File: src/rtl/vxfer_pkg.sv
`timescale 1ns/1ps
package vxfer_pkg;

  typedef enum logic [2:0] {
    PH_IDLE  = 3'd0,
    PH_SETUP = 3'd1,
    PH_RAS   = 3'd2,
    PH_CAS   = 3'd3,
    PH_PRE   = 3'd4
  } phase_t;

  typedef enum logic [1:0] {
    XK_READ   = 2'd0,
    XK_WRITE  = 2'd1,
    XK_PSEUDO = 2'd2
  } kind_t;

  function automatic logic phase_active(input phase_t p);
    return (p == PH_SETUP) || (p == PH_RAS) || (p == PH_CAS);
  endfunction

endpackage

File: src/rtl/vxfer_phase_timer.sv
`timescale 1ns/1ps
// Down-counter for phase length; last is high in the final clock of a phase.
module vxfer_phase_timer #(
  parameter int CW = 3
) (
  input  logic          clk,
  input  logic          rst_n,
  input  logic          load,
  input  logic [CW-1:0] load_val,
  output logic          last
);
  logic [CW-1:0] cnt;

  always_ff @(posedge clk or negedge rst_n) begin
    if (!rst_n)             cnt <= '0;
    else if (load)          cnt <= load_val;
    else if (cnt != '0)     cnt <= cnt - 1'b1;
  end

  assign last = (cnt == '0);
endmodule

File: src/rtl/vxfer_dir_track.sv
`timescale 1ns/1ps
// Serial port direction: 1 = output mode, 0 = input mode.
module vxfer_dir_track (
  input  logic clk,
  input  logic rst_n,
  input  logic upd,
  input  logic to_out,
  output logic dir_out
);
  always_ff @(posedge clk or negedge rst_n) begin
    if (!rst_n)   dir_out <= 1'b0;
    else if (upd) dir_out <= to_out;
  end
endmodule

File: src/rtl/vxfer_pin_gen.sv
`timescale 1ns/1ps
// Strobe decode from the registered phase and cycle kind.
module vxfer_pin_gen
  import vxfer_pkg::*;
(
  input  phase_t ph,
  input  kind_t  kind,
  input  logic   win_req,
  output logic   ras_n,
  output logic   cas_n,
  output logic   dtoe_n,
  output logic   we_n,
  output logic   soe_n,
  output logic   xfer_cyc,
  output logic   par_hiz
);
  logic act;

  always_comb begin
    act      = phase_active(ph);
    xfer_cyc = act;
    ras_n    = !((ph == PH_RAS) || (ph == PH_CAS));
    cas_n    = !(ph == PH_CAS);
    // window masked from transfer start until the column strobe rises
    dtoe_n   = act ? 1'b0 : !win_req;
    we_n     = !(act && (kind != XK_READ));
    soe_n    = !(act && (kind != XK_PSEUDO));
    par_hiz  = act && (kind == XK_READ);
  end
endmodule

File: src/rtl/vxfer_seq.sv
`timescale 1ns/1ps
module vxfer_seq
  import vxfer_pkg::*;
#(
  parameter int T_SETUP = 2,
  parameter int T_RCD   = 3,
  parameter int T_CAS   = 3,
  parameter int T_PRE   = 4
) (
  input  logic clk,
  input  logic rst_n,
  input  logic req_valid,
  input  logic req_write,
  output logic req_ready,
  output logic xfer_done,
  input  logic win_req,
  output logic ras_n,
  output logic cas_n,
  output logic dtoe_n,
  output logic we_n,
  output logic soe_n,
  output logic xfer_cyc,
  output logic par_hiz,
  output logic ser_out
);
  localparam int TMAX01 = (T_SETUP > T_RCD) ? T_SETUP : T_RCD;
  localparam int TMAX23 = (T_CAS > T_PRE) ? T_CAS : T_PRE;
  localparam int TMAX   = (TMAX01 > TMAX23) ? TMAX01 : TMAX23;
  localparam int CW     = $clog2(TMAX + 1);

  phase_t        ph, ph_nx;
  kind_t         kind, kind_nx;
  logic          pend, pend_nx;
  logic          adv, last;
  logic [CW-1:0] len_nx;

  assign req_ready = (ph == PH_IDLE);

  always_comb begin
    ph_nx   = ph;
    kind_nx = kind;
    pend_nx = pend;
    adv     = 1'b0;
    case (ph)
      PH_IDLE: if (req_valid) begin
        adv     = 1'b1;
        ph_nx   = PH_SETUP;
        pend_nx = req_write && ser_out;
        if (req_write) kind_nx = ser_out ? XK_PSEUDO : XK_WRITE;
        else           kind_nx = XK_READ;
      end
      PH_SETUP: if (last) begin adv = 1'b1; ph_nx = PH_RAS; end
      PH_RAS:   if (last) begin adv = 1'b1; ph_nx = PH_CAS; end
      PH_CAS:   if (last) begin adv = 1'b1; ph_nx = PH_PRE; end
      PH_PRE: if (last) begin
        adv = 1'b1;
        if (pend) begin
          ph_nx   = PH_SETUP;
          kind_nx = XK_WRITE;
          pend_nx = 1'b0;
        end else begin
          ph_nx   = PH_IDLE;
        end
      end
      default: ph_nx = PH_IDLE;
    endcase
  end

  always_comb begin
    case (ph_nx)
      PH_SETUP: len_nx = CW'(T_SETUP - 1);
      PH_RAS:   len_nx = CW'(T_RCD - 1);
      PH_CAS:   len_nx = CW'(T_CAS - 1);
      PH_PRE:   len_nx = CW'(T_PRE - 1);
      default:  len_nx = '0;
    endcase
  end

  always_ff @(posedge clk or negedge rst_n) begin
    if (!rst_n) begin
      ph   <= PH_IDLE;
      kind <= XK_READ;
      pend <= 1'b0;
    end else begin
      ph   <= ph_nx;
      kind <= kind_nx;
      pend <= pend_nx;
    end
  end

  assign xfer_done = (ph == PH_PRE) && last && !pend;

  vxfer_phase_timer #(.CW(CW)) u_timer (
    .clk      (clk),
    .rst_n    (rst_n),
    .load     (adv),
    .load_val (len_nx),
    .last     (last)
  );

  vxfer_dir_track u_dir (
    .clk     (clk),
    .rst_n   (rst_n),
    .upd     ((ph == PH_CAS) && last),
    .to_out  (kind == XK_READ),
    .dir_out (ser_out)
  );

  vxfer_pin_gen u_pins (
    .ph       (ph),
    .kind     (kind),
    .win_req  (win_req),
    .ras_n    (ras_n),
    .cas_n    (cas_n),
    .dtoe_n   (dtoe_n),
    .we_n     (we_n),
    .soe_n    (soe_n),
    .xfer_cyc (xfer_cyc),
    .par_hiz  (par_hiz)
  );
endmodule

File: config.mk
export PLATFORM = sky130hd
export DESIGN_NAME = vxfer_seq
export DESIGN_NICKNAME = d
export VERILOG_FILES = /design/src/rtl/vxfer_pkg.sv /design/src/rtl/vxfer_phase_timer.sv /design/src/rtl/vxfer_dir_track.sv /design/src/rtl/vxfer_pin_gen.sv /design/src/rtl/vxfer_seq.sv
export SDC_FILE = /design/constraint.sdc
export NUM_CORES = 1
export LEC_CHECK = 0
export ABC_AREA = 1
export CORE_MARGIN = 2
export CORE_UTILIZATION = 45
export CTS_BUF_LIST = sky130_fd_sc_hd__clkbuf_16
export CTS_CLUSTER_SIZE = 28
export DETAILED_ROUTE_END_ITERATION = 7
export DONT_BUFFER_PORTS = 1
export PLACE_DENSITY_LB_ADDON = 0.3
export SLEW_MARGIN = 20
export SYNTH_ARGS = -nofsm -noshare
export SYNTH_HDL_FRONTEND = slang
export SYNTH_HIERARCHICAL = 1
export SYNTH_SLANG_ARGS = --single-unit
File: constraint.sdc
create_clock -name clk -period 2.08 [get_ports clk]
set_clock_uncertainty 0.1 [all_clocks]
set_input_delay 0 -clock clk [delete_from_list [all_inputs] [get_ports clk]]
set_output_delay 0 -clock clk [all_outputs]
set_load 0.1 [all_outputs]
**Word-level counts from Yosys, hierarchy flattened**

Index checks and enable logic that the tools add are counted.

- Bits in registers: 10
- Output and inout bits: 10
- Logic and storage cells: 68

- Eq/ne operators: 12
- Reductions and logical operators: 27
- $add $sub $neg: 1
- Muxes and demuxes: 23

Operators with widths:

| operator | number |
|---|---|
| $mux 3 | 7 |
| $pmux 3 s5 | 1 |
| $eq 3x2->1 const B | 4 |
| $mux 2 | 5 |
| $ne 2x2->1 const B | 4 |
| $logic_and 1x1->1 | 7 |
| $eq 3x1->1 const B | 2 |
| $eq 3x3->1 const B | 2 |
| $logic_not 1->1 | 6 |
| $logic_not 3->1 | 2 |
| $mux 1 | 6 |
| $pmux 2 s3 | 1 |
| $reduce_bool 2->1 | 3 |
| $pmux 1 s2 | 2 |
| $pmux 2 s2 | 1 |
| $reduce_and 4->1 | 1 |
| $reduce_or 4->1 | 1 |
| $logic_or 1x1->1 | 3 |
| $reduce_and 3->1 | 1 |
| $reduce_bool 3->1 | 1 |
| $sub 3x1->3 const B | 1 |
| $logic_not 2->1 | 1 |
| $reduce_or 2->1 | 1 |

**Logic depth before layout (Yosys ltp)**

- Depth in word-level cells: 7
- Gate-level depth with buffers: 15
- Depth with buffers taken out: 15

**Modules after synthesis**

Netlist, hierarchy kept.

Modules (own cells, without submodules):

| module | instances | sequential area each (µm²) | cells an instance | area an instance (µm²) |
|---|---|---|---|---|
| vxfer_seq | 1 | 150.1 | 53 | 389.1 |
| vxfer_phase_timer | 1 | 75.1 | 32 | 207.7 |
| vxfer_pin_gen | 1 | 0.0 | 13 | 58.8 |
| vxfer_dir_track | 1 | 25.0 | 5 | 40.0 |

**Least setup slack after synthesis**

Ideal clock, no wire load.

- Path type: register to output
- Start point: register ph[2]
- End point: output port dtoe_n
- Path slack: -0.855 ns
- Stages on the path, launching flop included: 5
- Arrival time: 2.835 ns
- Required time: 1.980 ns
- Buffers on the path: 0
- Path through: dfrtp_1 inv_1 nand2_2 nand2_2 nor2_1

- Word-level cells in the longest chain between the ends: 4

Ends and longest elaborated chain:

| what | RTL line | text |
|---|---|---|
| start: declaration | vxfer_seq.sv:31 | `phase_t ph, ph_nx;` |
| start signal: assignment | vxfer_seq.sv:85 | `ph <= ph_nx;` |
| $eq 3x1->1 / $eq 3x2->1 (equally long branches) | vxfer_pkg.sv:19 | `return (p == PH_SETUP) \|\| (p == PH_RAS) \|\| (p == PH_CAS);` |
| $logic_or 1x1->1 | vxfer_pkg.sv:19 |  |
| $logic_or 1x1->1 (*) | vxfer_pkg.sv:19 |  |
| net xfer_cyc | vxfer_seq.sv:22 | `output logic xfer_cyc,` |
| $mux 1 (*) | vxfer_pin_gen.sv:25 | `dtoe_n = act ? 1'b0 : !win_req;` |
| end: declaration | vxfer_seq.sv:19 | `output logic dtoe_n,` |

Mark *: on every way through the listed nets, which the timed path passes. The rest lies on a longest branch.

**Worst setup path after layout**

- Start point: register u_timer.cnt[0]
- End point: register u_timer.cnt[0]

- Word-level cells in the longest chain between the ends: 7

Ends and longest elaborated chain:

| what | RTL line | text |
|---|---|---|
| start: declaration | vxfer_phase_timer.sv:12 | `logic [CW-1:0] cnt;` |
| start signal: assignment | vxfer_phase_timer.sv:16 | `else if (load) cnt <= load_val;` |
| start signal: assignment | vxfer_phase_timer.sv:17 | `else if (cnt != '0) cnt <= cnt - 1'b1;` |
| $logic_not 3->1 (*) | vxfer_phase_timer.sv:20 | `assign last = (cnt == '0);` |
| net last | vxfer_seq.sv:34 | `logic adv, last;` |
| $mux 3 (on tied branches) | -- |  |
| $pmux 3 s5 (*) | vxfer_seq.sv:44 | `case (ph)` |
| net ph_nx[0] | vxfer_seq.sv:31 |  |
| $eq 3x2->1 | vxfer_seq.sv:70 | `case (ph_nx)` |
| $reduce_or 2->1 (no line) | -- |  |
| $pmux 2 s3 (*) | vxfer_seq.sv:70 |  |
| net len_nx[0] | vxfer_seq.sv:35 | `logic [CW-1:0] len_nx;` |
| $mux 3 (*) | vxfer_phase_timer.sv:16 |  |

Mark *: on every way through the listed nets, which the timed path passes. The rest lies on a longest branch. The select of a mux whose other input is x is not followed.
A chain may end at the register's enable or synchronous reset.

==> qor.yml <==
layout:
  fin_nets: 128
  n_fill_cell: 138
  syn_to_final_growth_pct: 37.1
  diodes: 0
  drive_gt1_share_pct: 30.3
setup_path:
  required_ns: 2.10
  critPathLaunchType: "flop"
  reg2reg_from: "u_timer/cnt[0]"
  worstPathCellList: "inv_1, ha_1, inv_1, nor2_2, inv_2, nand2_1, nand2_1, nand2_1, nand3_2, nand2_1, nand2_1, nand2_1, o21ai_0, nand2_1, nand2_1"
  r2r_end: "u_timer/cnt[0]"
  end_kind: "flop"
  reg2reg_depth: 15
  cp_slowest_stage_delay_ns: 0.38
  cp_slowest_cell: "dfrtp_1"
  crit_type: "flop to flop"
  cpMostUsedCell: "nand2_1"
  arrival_ns: 1.92
  r2r_slack_ns: 0.18
  cp_max_fo: 8
synth:
  synthTopCellsByCount: "37 x nand2_1, 13 x inv_1, 10 x dfrtp_1"
  postSynthAreaPerCell_um2: 6.75
  netlist.top_cell.by_area: "dfrtp_1"
  synth_edf_count: 0
  ys_types: 18
  syn_area_um2: 696
  synth_cells: 103
  yosys_most_used_dff: "dfrtp_1"
  synth_fp_nets: 110
  synth_most_common_cell: "nand2_1"
  synth.ff_latch_count: 10
  synth_top_area_share_pct: 36.0
  synthTopCellsByArea: "dfrtp_1 36%, nand2_1 20%, inv_1 7.0%, nand3_1 5.0%, nand3_2 4.3%"
  ys_seq_area_share_pct: 36.0
  yosys_warnings: 6
  ys_async_sr_fraction_pct: 100
floorplan:
  die_h_um: 43.3
  start_util_pct: 47.3
  rows: 14
  ios: 15
  core-area_um2: 1470
  fp.dieArea_um2: 1880
  die_w_um: 43.3
cts:
  cts.sinks: 10
  ctsRootBufferMaster: "clkbuf_16"
  path_clk_slew_ns: 0.04
  cts_max_level: 1
  cts_resized: 0
  cts_made_buffers: 3
  cts_tree: "yes"
  clk_latency_ns: 0.23
  cts.path.max_buffers: 2
global_route:
  antenna_found_initial: 0
  track_usage_pct: 17.9
  grt_pass1_wl_mm: 2.48
  overflow: 0
  first_global_vias: 639
  grt_max_degree: 11
place:
  io_buffers: 0
  dp_hpwl_mm: 1.09
  routabilityCongestion: 0.733
hold_path:
  hold_path_class: "input port to asynchronous set/reset pin"
detailed_routing:
  drtIter0Drc: 8
  num_vias: 662
  ant_nets: 0
  first_pass_iters: 4
  drt_wl_total_mm: 1.39
  drc: 0
  viasPerCell: 4.90
  wl_per_cell_um: 10.3
sta:
  hold_ws_ns: 0.0692
  grt_setup_unrepaired: "no"
  period_minus_slack_ns: 1.90
  max_freq_ghz: 0.527
  setup_viol: 0
  drv_slew: 0
  finalHoldViolCount: 0
  finalCritPeriodShare_pct: 91.3
run:
  cap_violations: 0
run_status:
  status: "completed"
## cell families after synthesis
| logic type | after synthesis | synth area share (%) |
|---|---|---|
| AND/OR/NAND/NOR | 65 | 44.1 |
| adder cells (fa/ha/maj) | 2 | 3.60 |
| flip-flops | 10 | 36.0 |
| AO/OA/AOI/OAI | 8 | 6.65 |
| buffers and inverters | 17 | 9.17 |
| other | 1 | 0.539 |
## layout make-up
type / count / area [µm²] / share of cell area (%)
well taps: 16 / 20.0 / 2.10
inverters: 17 / 63.8 / 6.69
repair buffers: 13 / 143 / 15.0
clock buffers: 3 / 75.1 / 7.87
flip-flops and latches: 10 / 250 / 26.2
multi-input cells: 76 / 402 / 42.1
## cells in the final DEF, fill, tap and decap left out, drive strengths merged
cell         instances
a21oi                1
buf                 10
clkbuf               3
conb                 1
dfrtp               10
dlygate4sd3          3
ha                   2
inv                 17
nand2               41
nand3               10
nor2                13
o211ai               1
o21ai                6
or2                  1
## worst max-delay path: cells and delay by family, from the launching register on
| kind | cells | cell delay [ns] |
|---|---|---|
| compound gates | 1 | 0.08 |
| fa+ha+maj | 1 | 0.18 |
| buf+inv | 3 | 0.24 |
| flops | 1 | 0.38 |
| simple gates | 10 | 0.80 |
## flip-flops by register name (all words and copies together), names as in the netlist
signal         count
pend               1
u_dir/dir_out      1
kind               2
u_timer/cnt        3
ph                 3
## metrics by stage
step | instances | cell area, µm² | util (%) | setup TNS, ns | setup WS [ns]
2_1_floorplan | 103 | 711 | - | -0.202 | -0.112
3_3_place_gp | 129 | 848 | 57.7 | 0 | 0.235
3_5_place_dp | 129 | 848 | 57.7 | 0 | 0.206
4_1_cts | 135 | 953 | 64.8 | 0 | 0.190
5_1_grt | 135 | 953 | 64.8 | 0 | 0.0166
6_report | 135 | 953 | 64.8 | 0 | 0.181
## how the worst max path moves through the flow
stage	from	endpoint	slack, ns
global placement	u_timer/cnt[0]	u_timer/cnt[0]	0.23
CTS	u_timer/cnt[0]	u_timer/cnt[0]	0.19
global route	u_timer/cnt[0]	u_timer/cnt[0]	0.02
detailed placement	u_timer/cnt[0]	u_timer/cnt[0]	0.21
floorplan	ph[2]	dtoe_n	-0.11
finish	u_timer/cnt[0]	u_timer/cnt[0]	0.18
## per-layer routing
metal / up-vias / wire, µm / track usage [%]
met2: 14 / 726 / 32.2
met3: 5 / 61 / 2.55
met4: 0 / 33 / 10.9
met1: 297 / 571 / 19.4
li1: 346 / - / -
met5: - / 0 / 0
## timing repair
item	in CTS	in global routing
setup buffers	0	0
endpoints found under the hold margin	14	0
hold buffers	3	0
Power is not shown: default switching activity piles up to over one toggle a cycle in this logic, so the estimate is an artifact.
